`src/rtl/decay_pkg.sv`:
```
package decay_pkg;

  localparam int SEL_W     = 2;
  localparam int NUM_SEL   = 1 << SEL_W;
  localparam int MAX_SHIFT = 9;

  typedef enum logic [SEL_W-1:0] {
    TAU_DIV2 = 2'b00,
    TAU_DIV3 = 2'b01,
    TAU_DIV7 = 2'b10,
    TAU_DIV8 = 2'b11
  } tauCode_e;

  // strobes from control to datapath: one-hot divisor select
  typedef struct packed {
    logic [NUM_SEL-1:0] selOneHot;
  } decayStrobe_t;

  // bit s set => term (x >>> s) is part of the quotient estimate
  function automatic logic [MAX_SHIFT:0] termMask(input int idx);
    logic [MAX_SHIFT:0] m;
    m = '0;
    case (idx)
      0:       m[1] = 1'b1;
      1:       begin m[2] = 1'b1; m[4] = 1'b1; m[6] = 1'b1; m[8] = 1'b1; end
      2:       begin m[3] = 1'b1; m[6] = 1'b1; m[9] = 1'b1; end
      default: m[3] = 1'b1;
    endcase
    return m;
  endfunction

endpackage

```
`src/rtl/decay_ctrl.sv`:
```
module decay_ctrl
  import decay_pkg::*;
(
  input  logic                clk,
  input  logic                rst,
  input  logic                cfgWe,
  input  logic [SEL_W-1:0]    cfgTau,
  output tauCode_e            tauCode,
  output decayStrobe_t        strobe
);

  tauCode_e tauReg;

  always_ff @(posedge clk) begin
    if (rst) begin
      tauReg <= TAU_DIV2;
    end else if (cfgWe) begin
      tauReg <= tauCode_e'(cfgTau);
    end
  end

  always_comb begin
    strobe.selOneHot = '0;
    strobe.selOneHot[tauReg] = 1'b1;
  end

  assign tauCode = tauReg;

endmodule

```
`src/rtl/decay_dp.sv`:
```
module decay_dp
  import decay_pkg::*;
#(
  parameter int DATA_W = 32
) (
  input  logic                      clk,
  input  logic                      rst,
  input  logic signed [DATA_W-1:0]  currIn,
  input  decayStrobe_t              strobe,
  output logic signed [DATA_W-1:0]  decayOut
);

  logic signed [DATA_W-1:0] partSum [NUM_SEL][MAX_SHIFT+1];
  logic signed [DATA_W-1:0] quotient [NUM_SEL];
  logic signed [DATA_W-1:0] chosen;

  for (genvar o = 0; o < NUM_SEL; o++) begin : g_opt
    localparam logic [MAX_SHIFT:0] MASK = termMask(o);
    assign partSum[o][0] = '0;
    for (genvar s = 1; s <= MAX_SHIFT; s++) begin : g_term
      if (MASK[s]) begin : g_use
        logic signed [DATA_W-1:0] shifted;
        assign shifted = currIn >>> s;
        assign partSum[o][s] = partSum[o][s-1] + shifted;
      end else begin : g_skip
        assign partSum[o][s] = partSum[o][s-1];
      end
    end
    assign quotient[o] = partSum[o][MAX_SHIFT];
  end

  always_comb begin
    chosen = '0;
    for (int o = 0; o < NUM_SEL; o++) begin
      if (strobe.selOneHot[o]) chosen = chosen | quotient[o];
    end
  end

  always_ff @(posedge clk) begin
    if (rst) begin
      decayOut <= '0;
    end else begin
      decayOut <= currIn - chosen;
    end
  end

endmodule

```
`src/rtl/decay_top.sv`:
```
module decay_top
  import decay_pkg::*;
#(
  parameter int DATA_W = 32
) (
  input  logic                      clk,
  input  logic                      rst,
  input  logic                      cfgWe,
  input  logic [1:0]                cfgTau,
  input  logic signed [DATA_W-1:0]  currIn,
  output logic signed [DATA_W-1:0]  decayOut
);

  tauCode_e     tauCode;
  decayStrobe_t strobe;

  decay_ctrl u_ctrl (
    .clk     (clk),
    .rst     (rst),
    .cfgWe   (cfgWe),
    .cfgTau  (cfgTau),
    .tauCode (tauCode),
    .strobe  (strobe)
  );

  decay_dp #(.DATA_W(DATA_W)) u_dp (
    .clk      (clk),
    .rst      (rst),
    .currIn   (currIn),
    .strobe   (strobe),
    .decayOut (decayOut)
  );

endmodule

```
`config.mk`:
```
export PLATFORM = sky130hd
export DESIGN_NAME = decay_top
export DESIGN_NICKNAME = d
export VERILOG_FILES = /design/src/rtl/decay_pkg.sv /design/src/rtl/decay_ctrl.sv /design/src/rtl/decay_dp.sv /design/src/rtl/decay_top.sv
export SDC_FILE = /design/constraint.sdc
export NUM_CORES = 1
export LEC_CHECK = 0
export BUFFER_PORTS_ARGS = -buffer_cell sky130_fd_sc_hd__buf_2
export CAP_MARGIN = 0
export CORE_UTILIZATION = 23
export CTS_CLUSTER_DIAMETER = 50
export DETAILED_ROUTE_END_ITERATION = 16
export PLACE_DENSITY = 0.4
export SYNTH_ARGS = -nofsm -noshare
export SYNTH_HDL_FRONTEND = slang
export SYNTH_SLANG_ARGS = --single-unit
```
`constraint.sdc`:
```
create_clock -name clk -period 7.7 [get_ports clk]
set_input_delay 0.385 -clock clk [delete_from_list [all_inputs] [get_ports clk]]
set_output_delay 0.385 -clock clk [all_outputs]
set_load 0.03 [all_outputs]
```
==> flow_summary.ini <==
[global_routing]
grt_use_met3_pct = 0.463
grt_pass1_wl_um = 39700
track_usage_pct = 13.8
antenna_found_initial = 0
met2_usage_pct = 22.3
grt_max_degree = 43
grt_remaining_overflow = 0
gr-max-usage-layer = met2
grt_use_met1_pct = 20.5
grt_pass1_vias = 7059

[drt]
first_pass_iters = 5
vias = 6923
route.antenna.remaining_nets = 0
drc = 0
route.detailed.wl_per_inst_um = 16.6
via_per_inst = 4.76
initialDrtViolationCount = 352
wl_um = 24100

[critical_path]
worst_ep_arrival_time_ps = 6390
timing.rr.start = u_ctrl.tauCode[0]$_SDFFE_PP0P_
worst_setup_path_start_kind = input pin
path_max_fanout = 6
worst_setup_path_end_kind = flop
critPathKind = in2reg
crit_start = currIn[7]
required_ps = 7920

[timing]
period_minus_slack_ps = 6170
timing.final.crit_share_pct = 80.1
finalHoldViolCount = 0
setup_tns_ps = 0
worst_slew_margin_rel_pct = 50.5
max_freq_ghz = 0.162
final_max_slew_viol_count = 0
setup_viol = 0
tightest_slew_ps = 743
rsz0062_at_grt = no
skew_ps = 5.00
holdWs_ps = 344

[logic_synthesis]
ys_warn_count = 0
synth-edff-count = 0
synthAdderAreaFrac_pct = 33.7
yosys.area_share.simple_pct = 13.1
async_flop_share_pct = 0
synth_area_um2 = 8060
synthCells = 948
synthesis.nets = 1155
synth_top_family_by_area = adder cells
syn_area_per_cell_um2 = 8.50
ys_types = 70
synth-seq-cells = 34
ys_seq_area_share_pct = 8.45
synth_compound_area_share_pct = 24.1
ys.flop_type = dfxtp_1
synth-xor-area-share_pct = 7.72
muxShareOfSynthArea_pct = 6.33

[power_and_ir_drop]
clock_power_share_pct = 8.9
switching_power_w = 0.00113
internal_power_w = 0.00105
powerDensity_nw_per_um2 = 241
combPwrFrac_pct = 80.0
seq_power_share_pct = 11.2
leakage_nw = 4.10
p_sw_share_pct = 51.8
ir_worst_vdd_mv = 0.132

[die]
fp.dieW_um = 189
start_util_pct = 23.3
coreArea_um2 = 34500
die_area_um2 = 35800
ioPinCount = 69
rows = 68
dieHeight_um = 189

[hold_path]
hold_path_startpoint = cfgTau[0]
hp-class = in2reg

[cts]
clk_path_buf_depth = 2
cts_root_buf = clkbuf_16
htreeDepth = 2
holdBufCountCts = 0
clk_latency_ps = 280
cts_num_sinks = 34
cts_made_buffers = 5
clkSlewWorstSetupHoldPaths_ps = 60
cts_setup_buffers = 0
cts_resized = 0
cts_tree = built

[finish]
nNetsFinal = 1206
instances_no_fill = 1454
postLayoutCoreUtil_pct = 26.1
areaGrowthSynthToFinish_pct = 12.0
fillerInstances = 3838
drive_gt1_share_pct = 11.8
antenna_cells = 0

[place]
port_buffers = 68
place.gp.congestion = 0.821
place_inst = 1447
hpwl_um = 20100

[status]
status = completed

[flow_run]
maxCapViolCount = 0
-- registers in the layout, indices dropped and copies added (netlist names) --
name and count:
u_dp.decayOut 32, u_ctrl.tauCode 2
-- routing by layer --
metal / routed length, µm / share of wire [%] / vias to the layer above
met5: 0 / 0 / -
li1: - / - / 3466
met4: 180 / 0.75 / 0
met1: 12300 / 51 / 3344
met3: 554 / 2.3 / 7
met2: 11100 / 46 / 106
-- power by group through the flow --
stage,Combinational (W),Clock (W),Sequential [W]
floorplan,0.00118,0,0.000365
global placement,0.00176,0,0.000249
detailed placement,0.00174,0,0.000249
CTS,0.00175,0.000203,0.000245
global route,0.00195,0.000209,0.000251
finish,0.00174,0.000193,0.000244
-- layout by cell type (no fill, tap or decap), types with 5 or more instances in the layout --
master / netlist / routed
inv_1: 113 / 113
ha_1: 92 / 92
a21oi_1: 78 / 78
fa_1: 78 / 78
nor2_1: 71 / 71
buf_2: 1 / 68
nand2_1: 53 / 53
xnor2_1: 48 / 48
o21ai_0: 44 / 44
a21o_1: 37 / 37
dfxtp_1: 34 / 34
xor2_1: 23 / 23
mux4_2: 19 / 19
o211ai_1: 19 / 19
and3_1: 18 / 18
o21bai_1: 16 / 16
nand3_1: 15 / 15
a211oi_1: 13 / 13
nand4_1: 13 / 13
nor2b_1: 12 / 12
o21a_1: 12 / 12
nor3_1: 10 / 10
o21ai_1: 7 / 7
nand2b_1: 7 / 7
mux2i_1: 6 / 6
and2_1: 5 / 5
a31oi_1: 5 / 5
clkbuf_16: 0 / 5
-- path summary, 6_finish.rpt --
kind,end,slack (ps),cells past startpoint
worst max-delay path,u_dp.decayOut[28]$_SDFF_PP0_,1530,21
worst min-delay path,u_ctrl.tauCode[0]$_SDFFE_PP0P_,340,3
worst max register to register,u_dp.decayOut[28]$_SDFF_PP0_,3800,14
worst min register to register,u_ctrl.tauCode[0]$_SDFFE_PP0P_,780,3
-- worst max-delay path, cell delays in order --
cell	delay [ps]
buf_2	200
inv_1	150
fa_1	500
inv_1	50
fa_1	430
ha_1	270
fa_1	470
a211oi_1	380
o21ai_1	230
a211oi_2	390
o21a_1	190
o21ai_1	140
xnor2_1	190
mux4_2	510
ha_1	360
and2_1	220
a32o_1	250
a311oi_4	370
o21ai_2	140
or4_1	470
nand3_1	90
-- kinds of logic (layout without fill, tap and decap cells) --
group           Yosys count  count (layout)
flops                    34              34
xor+xnor                 71              71
mux                      27              27
buf+inv                 142             193
compound gates          285             285
simple gates            219             219
fa+ha+maj               170             170
-- cell usage after synthesis (3+ instances only) --
| cell type | n | area [µm²] |
|---|---|---|
| inv_1 | 113 | 424 |
| ha_1 | 92 | 1150 |
| a21oi_1 | 78 | 390 |
| fa_1 | 78 | 1560 |
| nor2_1 | 71 | 267 |
| nand2_1 | 53 | 199 |
| xnor2_1 | 48 | 420 |
| o21ai_0 | 44 | 220 |
| a21o_1 | 37 | 278 |
| dfxtp_1 | 34 | 681 |
| clkbuf_1 | 24 | 90.1 |
| xor2_1 | 23 | 201 |
| mux4_2 | 19 | 428 |
| o211ai_1 | 19 | 143 |
| and3_1 | 18 | 113 |
| o21bai_1 | 16 | 120 |
| nand3_1 | 15 | 75.1 |
| a211oi_1 | 13 | 97.6 |
| nand4_1 | 13 | 81.3 |
| nor2b_1 | 12 | 75.1 |
| o21a_1 | 12 | 90.1 |
| nor3_1 | 10 | 50.1 |
| nand2b_1 | 7 | 43.8 |
| o21ai_1 | 7 | 35.0 |
| mux2i_1 | 6 | 60.1 |
| a31oi_1 | 5 | 31.3 |
| and2_1 | 5 | 31.3 |
| a2111oi_0 | 4 | 35.0 |
| a22oi_1 | 4 | 30.0 |
| a41oi_1 | 4 | 35.0 |
| and4_1 | 4 | 35.0 |
| a211o_1 | 3 | 26.3 |
| buf_1 | 3 | 11.3 |
| o2111ai_1 | 3 | 26.3 |
| o31a_1 | 3 | 26.3 |
| or2_2 | 3 | 18.8 |
-- per-stage QoR --
step | total power [W] | cell area [µm²] | setup slack [ps]
floorplan | 0.00155 | 8060 | 2150
global placement | 0.00201 | 8890 | 1240
detailed placement | 0.00199 | 8890 | 1200
CTS | 0.00220 | 9030 | 1470
global route | 0.00241 | 9030 | 1140
finish | 0.00218 | 9030 | 1530
-- cell type report --
type | instances | area (µm²) | area share [%]
Inverter | 114 | 428 | 4.74
Tap cell | 455 | 569 | 6.31
Multi-Input combinational cell | 772 | 6840 | 75.8
Clock inverter | 2 | 10.0 | 0.111
Sequential cell | 34 | 681 | 7.54
Clock buffer | 5 | 125 | 1.39
Timing Repair Buffer | 72 | 370 | 4.10
Power figures use the tool's default switching activity.
